`config.mk`:
```
export PLATFORM = sky130hd
export DESIGN_NAME = irq_group_arb
export DESIGN_NICKNAME = d
export VERILOG_FILES = /design/src/rtl/irq_arb_pkg.sv /design/src/rtl/irq_arb_regs.sv /design/src/rtl/irq_arb_pick.sv /design/src/rtl/irq_arb_isr.sv /design/src/rtl/irq_group_arb.sv
export SDC_FILE = /design/constraint.sdc
export NUM_CORES = 1
export LEC_CHECK = 0
export ABC_AREA = 0
export BUFFER_PORTS_ARGS = -buffer_cell sky130_fd_sc_hd__buf_2
export CORE_MARGIN = 3
export CORE_UTILIZATION = 58
export DETAILED_ROUTE_END_ITERATION = 10
export GPL_TIMING_DRIVEN = 0
export HOLD_SLACK_MARGIN = 0.15
export PLACE_DENSITY = 0.9
export SETUP_SLACK_MARGIN = 0.1
export SLEW_MARGIN = 20
export SYNTH_ARGS = -nofsm -noshare
export SYNTH_HDL_FRONTEND = slang
export SYNTH_SLANG_ARGS = --single-unit
```
`constraint.sdc`:
```
create_clock -name clk -period 2.4 [get_ports clk]
set_clock_uncertainty 0.05 [all_clocks]
set_input_delay 0.36 -clock clk [delete_from_list [all_inputs] [get_ports clk]]
set_output_delay 0.36 -clock clk [all_outputs]
set_load 0.02 [all_outputs]
```
`src/rtl/irq_arb_pkg.sv`:
```
package irq_arb_pkg;
  // two-bit group level, four levels in total
  localparam int unsigned LVL_W = 2;
  localparam int unsigned N_LVL = 1 << LVL_W;
  typedef logic [LVL_W-1:0] lvl_t;
  typedef logic [N_LVL-1:0] isr_t;
endpackage

```
`src/rtl/irq_arb_regs.sv`:
```
module irq_arb_regs
  import irq_arb_pkg::*;
#(
  parameter int unsigned NSRC    = 24,
  parameter int unsigned PER_REG = 6,
  parameter int unsigned NGRP    = 6,
  parameter int unsigned SEL_W   = 3
) (
  input  logic             clk,
  input  logic             rst_s,
  input  logic             wr_en,
  input  logic [SEL_W-1:0] wr_sel,
  input  logic [7:0]       wr_data,
  input  logic [SEL_W-1:0] rd_sel,
  input  isr_t             isr,
  output logic [7:0]       rd_data,
  output logic [NSRC-1:0]  en_mask,
  output logic             glb_en,
  output logic [NGRP-1:0]  lvl_lo,
  output logic [NGRP-1:0]  lvl_hi
);
  localparam int unsigned NREG    = NSRC / PER_REG;
  localparam int unsigned SEL_LO  = NREG;
  localparam int unsigned SEL_HI  = NREG + 1;
  localparam int unsigned SEL_ISR = NREG + 2;

  logic [NSRC-1:0] en_q, en_d;
  logic            glb_q, glb_d;
  logic [NGRP-1:0] lo_q, lo_d, hi_q, hi_d;
  logic            unused_wr;

  assign unused_wr = &{1'b0, wr_data[6:PER_REG]};

  // next-state
  always_comb begin
    en_d  = en_q;
    glb_d = glb_q;
    lo_d  = lo_q;
    hi_d  = hi_q;
    for (int r = 0; r < NREG; r++) begin
      if (wr_sel == SEL_W'(r)) en_d[r*PER_REG +: PER_REG] = wr_data[PER_REG-1:0];
    end
    if (wr_sel == '0)             glb_d = wr_data[7];
    if (wr_sel == SEL_W'(SEL_LO)) lo_d  = wr_data[NGRP-1:0];
    if (wr_sel == SEL_W'(SEL_HI)) hi_d  = wr_data[NGRP-1:0];
  end

  // registers, write strobe as clock enable
  always_ff @(posedge clk or negedge rst_s) begin
    if (!rst_s) begin
      en_q  <= '0;
      glb_q <= 1'b0;
      lo_q  <= '0;
      hi_q  <= '0;
    end else if (wr_en) begin
      en_q  <= en_d;
      glb_q <= glb_d;
      lo_q  <= lo_d;
      hi_q  <= hi_d;
    end
  end

  // read mux
  always_comb begin
    rd_data = '0;
    for (int r = 0; r < NREG; r++) begin
      if (rd_sel == SEL_W'(r)) rd_data[PER_REG-1:0] = en_q[r*PER_REG +: PER_REG];
    end
    if (rd_sel == '0)              rd_data[7]        = glb_q;
    if (rd_sel == SEL_W'(SEL_LO))  rd_data[NGRP-1:0] = lo_q;
    if (rd_sel == SEL_W'(SEL_HI))  rd_data[NGRP-1:0] = hi_q;
    if (rd_sel == SEL_W'(SEL_ISR)) rd_data[N_LVL-1:0] = isr;
  end

  assign en_mask = en_q;
  assign glb_en  = glb_q;
  assign lvl_lo  = lo_q;
  assign lvl_hi  = hi_q;
endmodule

```
`src/rtl/irq_arb_pick.sv`:
```
module irq_arb_pick
  import irq_arb_pkg::*;
#(
  parameter int unsigned NSRC  = 24,
  parameter int unsigned GSZ   = 4,
  parameter int unsigned NGRP  = 6,
  parameter int unsigned IDX_W = 5
) (
  input  logic [NSRC-1:0]  elig,
  input  logic [NGRP-1:0]  lvl_lo,
  input  logic [NGRP-1:0]  lvl_hi,
  input  isr_t             isr,
  output logic             win_valid,
  output logic [IDX_W-1:0] win_idx,
  output lvl_t             win_lvl
);
  lvl_t            src_lvl [NSRC];
  logic [NSRC-1:0] cand;
  logic [NSRC-1:0] hit [N_LVL];

  for (genvar i = 0; i < NSRC; i++) begin : g_src
    assign src_lvl[i] = {lvl_hi[i/GSZ], lvl_lo[i/GSZ]};
    // no in-service bit at or above this source's level
    assign cand[i]    = elig[i] && ((isr >> src_lvl[i]) == '0);
    for (genvar l = 0; l < N_LVL; l++) begin : g_lvl
      assign hit[l][i] = cand[i] && (src_lvl[i] == LVL_W'(l));
    end
  end

  // last writer wins: highest level, then lowest index
  always_comb begin
    win_valid = 1'b0;
    win_idx   = '0;
    win_lvl   = '0;
    for (int l = 0; l < N_LVL; l++) begin
      for (int i = NSRC - 1; i >= 0; i--) begin
        if (hit[l][i]) begin
          win_valid = 1'b1;
          win_idx   = IDX_W'(i);
          win_lvl   = LVL_W'(l);
        end
      end
    end
  end
endmodule

```
`src/rtl/irq_arb_isr.sv`:
```
module irq_arb_isr
  import irq_arb_pkg::*;
(
  input  logic clk,
  input  logic rst_s,
  input  logic push,
  input  lvl_t push_lvl,
  input  logic pop,
  output isr_t isr
);
  isr_t isr_q, isr_d, top_bit;

  // one-hot of the highest set bit
  always_comb begin
    top_bit = '0;
    for (int l = 0; l < N_LVL; l++) begin
      if (isr_q[l]) top_bit = isr_t'(1) << l;
    end
  end

  always_comb begin
    isr_d = isr_q;
    if (pop)  isr_d = isr_d & ~top_bit;
    if (push) isr_d[push_lvl] = 1'b1;
  end

  always_ff @(posedge clk or negedge rst_s) begin
    if (!rst_s)          isr_q <= '0;
    else if (push | pop) isr_q <= isr_d;
  end

  assign isr = isr_q;
endmodule

```
`src/rtl/irq_group_arb.sv`:
```
module irq_group_arb
  import irq_arb_pkg::*;
#(
  parameter int unsigned NSRC     = 24,
  parameter int unsigned GSZ      = 4,
  parameter int unsigned PER_REG  = 6,
  parameter logic [15:0] VEC_BASE = 16'h0003,
  parameter int unsigned VEC_STEP = 8,
  localparam int unsigned NGRP    = NSRC / GSZ,
  localparam int unsigned NREG    = NSRC / PER_REG,
  localparam int unsigned IDX_W   = $clog2(NSRC),
  localparam int unsigned SEL_W   = $clog2(NREG + 3)
) (
  input  logic             clk,
  input  logic             rst_n,
  input  logic             wr_en,
  input  logic [SEL_W-1:0] wr_sel,
  input  logic [7:0]       wr_data,
  input  logic [SEL_W-1:0] rd_sel,
  output logic [7:0]       rd_data,
  input  logic [NSRC-1:0]  irq_pend,
  input  logic             cpu_ack,
  input  logic             cpu_reti,
  output logic             irq_req,
  output logic [IDX_W-1:0] irq_src,
  output logic [15:0]      irq_vec
);
  logic [1:0]       rst_pipe;
  logic             rst_s;
  logic [NSRC-1:0]  en_mask, elig;
  logic             glb_en;
  logic [NGRP-1:0]  lvl_lo, lvl_hi;
  isr_t             isr_q;
  logic             win_valid;
  logic [IDX_W-1:0] win_idx;
  lvl_t             win_lvl;
  logic             req_q, req_d;
  logic [IDX_W-1:0] idx_q;
  lvl_t             lvl_q;
  logic [15:0]      vec_q, vec_d;

  // reset: asserted asynchronously, released on the clock
  always_ff @(posedge clk or negedge rst_n) begin
    if (!rst_n) rst_pipe <= 2'b00;
    else        rst_pipe <= {rst_pipe[0], 1'b1};
  end
  assign rst_s = rst_pipe[1];

  irq_arb_regs #(
    .NSRC(NSRC), .PER_REG(PER_REG), .NGRP(NGRP), .SEL_W(SEL_W)
  ) u_regs (
    .clk(clk), .rst_s(rst_s), .wr_en(wr_en), .wr_sel(wr_sel), .wr_data(wr_data),
    .rd_sel(rd_sel), .isr(isr_q), .rd_data(rd_data), .en_mask(en_mask),
    .glb_en(glb_en), .lvl_lo(lvl_lo), .lvl_hi(lvl_hi)
  );

  assign elig = irq_pend & en_mask & {NSRC{glb_en}};

  irq_arb_pick #(
    .NSRC(NSRC), .GSZ(GSZ), .NGRP(NGRP), .IDX_W(IDX_W)
  ) u_pick (
    .elig(elig), .lvl_lo(lvl_lo), .lvl_hi(lvl_hi), .isr(isr_q),
    .win_valid(win_valid), .win_idx(win_idx), .win_lvl(win_lvl)
  );

  irq_arb_isr u_isr (
    .clk(clk), .rst_s(rst_s), .push(cpu_ack & req_q), .push_lvl(lvl_q),
    .pop(cpu_reti), .isr(isr_q)
  );

  // next-state of the registered result
  always_comb begin
    req_d = win_valid & ~cpu_ack;
    vec_d = VEC_BASE + 16'(win_idx) * 16'(VEC_STEP);
  end

  always_ff @(posedge clk or negedge rst_s) begin
    if (!rst_s) begin
      req_q <= 1'b0;
      idx_q <= '0;
      lvl_q <= '0;
      vec_q <= '0;
    end else begin
      req_q <= req_d;
      idx_q <= win_idx;
      lvl_q <= win_lvl;
      vec_q <= vec_d;
    end
  end

  assign irq_req = req_q;
  assign irq_src = idx_q;
  assign irq_vec = vec_q;
endmodule

```
* Yosys cells after proc, flatten, opt, wreduce, memory -nomap -nowiden
Cells that the tools add are included.
Operators by class: eq/ne operators 29, shift-type cells 6, magnitude comparators 2, bitwise operators 9, add/subtract/negate cells 1, reduce and logical (&&, ||, !) cells 141, mux-type cells 280
Operators with widths (count):
- two-way mux 5 bit | 96
- two-way mux 1 bit | 123
- logical AND 1 bit | 121
- two-way mux 2 bit | 48
- bitwise AND 24 bit | 2
- two-way mux 6 bit | 6
- == test 2 bit, second input constant | 12
- zero test 4 bit | 6
- two-way mux 4 bit | 6
- >> shifter 4 x 2 -> 4 bit | 6
- == test 3 bit, second input constant | 5
- == test 2 x 1 -> 1 bit, second input constant | 6
- == test 3 x 2 -> 1 bit, second input constant | 4
- zero test 2 bit | 6
- AND reduction 2 bit | 6
- adder 2 x 8 -> 9 bit, first input constant | 1
- == test 3 x 1 -> 1 bit, second input constant | 2
- zero test 3 bit | 2
- bitwise AND 4 bit | 1
- inverter 4 bit | 1
- OR 4 bit | 1
- less-than comparator 2 x 3 -> 1 bit, second input constant | 1
- bitwise AND 1 bit | 2
- demux 1 bit (select 2 bit) | 1
- other kinds (3) | 3
Storage, ports and cells: input bits 43, output and inout port bits 30, register bits 67

* Longest topological paths before layout
word-level depth 101, depth in mapped cells 10

* Hierarchy
A second synthesis with hierarchy kept.
Unflattened totals: cell total of the unflattened synthesis 543, area, all modules 4626.9 um^2
By module, submodules not included:
- irq_arb_pick | cells each 329, seq. area each 0.0 um^2, area each 2043.2 um^2, times used 1
- irq_arb_regs | cells each 141, seq. area each 925.9 um^2, area each 1815.5 um^2, times used 1
- irq_group_arb | cells each 56, seq. area each 275.3 um^2, area each 585.6 um^2, times used 1
- irq_arb_isr | cells each 17, seq. area each 100.1 um^2, area each 182.7 um^2, times used 1

* Worst setup path after synthesis
Ideal clock, no wire load.
kind register -> register, from register u_isr.isr_q[3] (netlist: u_isr.isr[3]), to register idx_q[1] (netlist: irq_src[1]), period minus slack after synthesis 2.101 ns, library setup time 0.104 ns, path slack 0.299 ns, arrival 1.947 ns, buffers on the path 1, cell stages (with the launch flop) 10, data required time 2.246 ns, cells stage by stage dfrtp_1 nand2b_4 buf_6 a21o_1 or3_4 o31ai_2 o21ai_1 a221oi_2 o21ai_1 a221oi_1
On the way: cells in the longest elaborated chain, start to end 100, elaborated cells between the ends (all ways) 228
RTL lines:
- start: declaration | RTL line irq_arb_isr.sv:11 | isr_t isr_q, isr_d, top_bit;
- start signal: assignment | RTL line irq_arb_isr.sv:29 | else if (push | pop) isr_q <= isr_d;
- >> shifter 4 x 2 -> 4 bit | RTL line irq_arb_pick.sv:24 | assign cand[i] = elig[i] && ((isr >> src_lvl[i]) == '0);
- zero test 4 bit | RTL line irq_arb_pick.sv:24
- logical AND 1 bit | RTL line irq_arb_pick.sv:24
- logical AND 1 bit | RTL line irq_arb_pick.sv:26 | assign hit[l][i] = cand[i] && (src_lvl[i] == LVL_W'(l));
- two-way mux 5 bit (95 in series) | RTL line irq_arb_pick.sv:37 | if (hit[l][i]) begin
- two-way mux 5 bit * | RTL line irq_arb_pick.sv:37
- via u_pick.win_idx[1] | RTL line irq_arb_pick.sv:14 | output logic [IDX_W-1:0] win_idx,
- end signal: assignment | RTL line irq_group_arb.sv:85 | idx_q <= win_idx;
- end: declaration | RTL line irq_group_arb.sv:38 | logic [IDX_W-1:0] idx_q;
The timed path passes the listed nets; every way through them passes the cells marked *. A chain may end at the register's enable or synchronous reset.

* Worst setup path after layout
Same ends and word-level chain as after synthesis.

==> metrics.csv <==
metric,value,unit
Ys Warns,0,
fraction of layout cells with a size suffix above 1,0.377,
CTS Buf Count,5,
sequential fraction of the synthesis area,0.298,
GRT Total Usage,0.351,
final setup fails,1,
largest net degree at the start of global routing,27,
Synth async-reset ratio,1.00,
placed instance area,4830,um^2
CP Launch Type,flip-flop,
I/O pin cnt,73,
Initial Utilization,0.618,
most frequent cells in the layout,"buf_2 (62), nand2_1 (53), dfrtp_1 (46), mux2_2 (42), nor2_1 (30)",
CTS tree,done,
failing checks,setup timing,
Setup Total Neg Slack,-0.0475,ns
Max Fclk,409,MHz
power per cell area,954,nW/um^2
fill count,512,
maximum root-to-sink buffer count,2,
synth-to-layout area growth,23.3,%
1st-iter DRT viols,801,
cell accounting for the most synthesized area,dfrtp_1,
initial antenna violation count,0,
Hold Crit Class,primary input to flip-flop,
Worst-Skew Late Latency,0.31,ns
worst path cell trace,"buf_4, and2b_2, nand3_1, nor2_1, o221ai_1, a21oi_1, nor4b_1, a221oi_1",
dominant synthesized flop cell,dfrtp_1,
vias in the first global route,4555,
Worst Path Max Fanout,5,
post-place setup slack,-0.167,ns
Pre-Repair DR Iteration Count,10,
"Req. time, crit path",2.54,ns
Vias per Instance,7.10,
post-route cell area,5380,um^2
maximum VDD drop,0.000487,V
Final Max Slew Viols,0,
Final Routed Wirelength,15900,um
crit-path max cell delay,0.45,ns
"CP delay by family, top",simple AND/OR/NAND/NOR gates,
global-route wire length before repair,23600,um
CTS H-Tree Depth,2,
worst path buffer plus inverter count,1,
Unique masters post-synth,70,
critical path data arrival time,2.59,ns
DRC viols,0,
CTS sink cnt,52,
Synth Instances,513,
post-synth top area share,0.298,
syn_area_per_cell,8.51,um^2
Inserted Diodes,0,
Slew headroom,0.295,
hpwl dp,11700,um
CP Capture Type,flip-flop,
via count of the routed design,4959,
outcome,finished with violations,
Core Rows,30,
"most common cell after layout, fill and taps aside",buf_2,
Port Buffers,57,
Final period util,1.02,
Setup Crit Path Kind,flip-flop to flip-flop,
unrepaired setup endpoints after global routing,yes,
maxcap violations,0,
worst slew pin tran,1.05,ns
post-route ant nets,0,
nets,644,
DIE WIDTH,92.7,um
root buffer cell,clkbuf_8,
die height,92.7,um
Seq cells post-synth,52,
"Min Clock Period, post-route",2.45,ns
setup ws final,-0.0475,ns
Synth Cell Area,4360,um^2
die area,8600,um^2
"EDFF count, synth",0,
Worst-path clk slew,0.11,ns
"Hold Violations, Final",0,
DR WL/cell,22.8,um
"top cells by area, synth","dfrtp_1 (30%), mux2_2 (11%), nand2_1 (4.7%), a21oi_1 (2.9%), nand3_1 (2.8%)",
core box area,7060,um^2
routability cong.,1.02,
grt ovf,0,
leakage power,0.00228,uW
Crit-path slowest cell,dfrtp_2,
## metal layers
layer / up-vias / track usage / wire length [um] / part of all wire
met5: - / 0 / 0 / 0
met2: 454 / 0.564 / 7040 / 0.44
met1: 2272 / 0.448 / 5820 / 0.37
met3: 109 / 0.0601 / 1860 / 0.12
li1: 2124 / - / - / -
met4: 0 / 0.198 / 1170 / 0.074
## registers in the layout (all words and copies together), names as in the netlist
| register | cells |
|---|---|
| irq_req | 1 |
| irq_src | 5 |
| irq_vec | 1 |
| lvl_q | 2 |
| rst_pipe | 2 |
| u_isr.isr | 4 |
| u_regs.en_mask | 24 |
| u_regs.glb_en | 1 |
| u_regs.lvl_hi | 6 |
| u_regs.lvl_lo | 6 |
## report_power, final
group	total [uW]	internal, uW	switching [uW]	leakage, uW
Clock	668	342	326	0.0000614
Combinational	3020	1260	1760	0.00159
Sequential	1450	1110	337	0.000625
Total	5130	2710	2430	0.00228
## final timing paths
kind	slack, ns	start	endpoint	depth (start not counted)
max in group asynchronous	1.50	rst_pipe[1]	u_regs.lvl_lo[1]	1
min in group asynchronous	0.23	rst_pipe[1]	u_regs.en_mask[21]	0
worst max-delay path	-0.05	u_isr.isr[3]	irq_src[1]	8
worst max register to register	-0.05	u_isr.isr[3]	irq_src[1]	8
worst min-delay path	0.18	cpu_ack	irq_req	2
worst min register to register	0.23	rst_pipe[1]	u_regs.en_mask[21]	0
## final cells by class
type / instances / area (um^2) / area share
Sequential cell: 52 / 1310 / 0.243
Tap cell: 96 / 120 / 0.0223
Timing Repair Buffer: 71 / 403 / 0.0749
Buffer: 37 / 251 / 0.0467
Clock buffer: 6 / 82.6 / 0.0153
Multi-Input combinational cell: 425 / 3140 / 0.584
Inverter: 9 / 33.8 / 0.00628
Clock inverter: 2 / 38.8 / 0.00721
## Yosys cell counts, types with 7 or more instances
library cell	n
nand3_1	24
o21ai_0	24
nor3_1	13
a21oi_1	25
nor2b_1	12
buf_4	16
dfrtp_1	52
nand2_1	55
nand2b_1	13
and3_1	8
inv_1	9
a22oi_1	14
nor2_1	32
nand4_1	14
o221ai_1	7
clkbuf_1	13
mux2_2	42
## through the flow
step           hold slack (ns)  cells  utilization  total power (uW)
2_1_floorplan           0.0144    523            -              3120
3_3_place_gp            0.0951    676        0.681              3770
3_5_place_dp            0.0982    677        0.685              3840
4_1_cts                  0.188    686        0.715              4580
5_1_grt                  0.179    698        0.762              5370
6_report                 0.179    698        0.762              5130
## cells by family (layout without fill, tap and decap cells)
logic type,Yosys count,count (layout),synth area share
AO/OA/AOI/OAI,156,157,0.255
other,2,12,0.00172
flip-flops,52,52,0.298
AND/OR/NAND/NOR,204,204,0.243
multiplexers,52,52,0.143
buffers and inverters,47,125,0.0596
## timing repair
item / in CTS / in global routing
endpoints found under the setup margin: 13 / 8
pin swaps: 2 / 11
endpoints found under the hold margin: 2 / 0
hold buffers: 1 / 0
setup buffers: 0 / 11
gates cloned: 0 / 2
resized for setup: 21 / 71
Power figures use the tool's default switching activity.
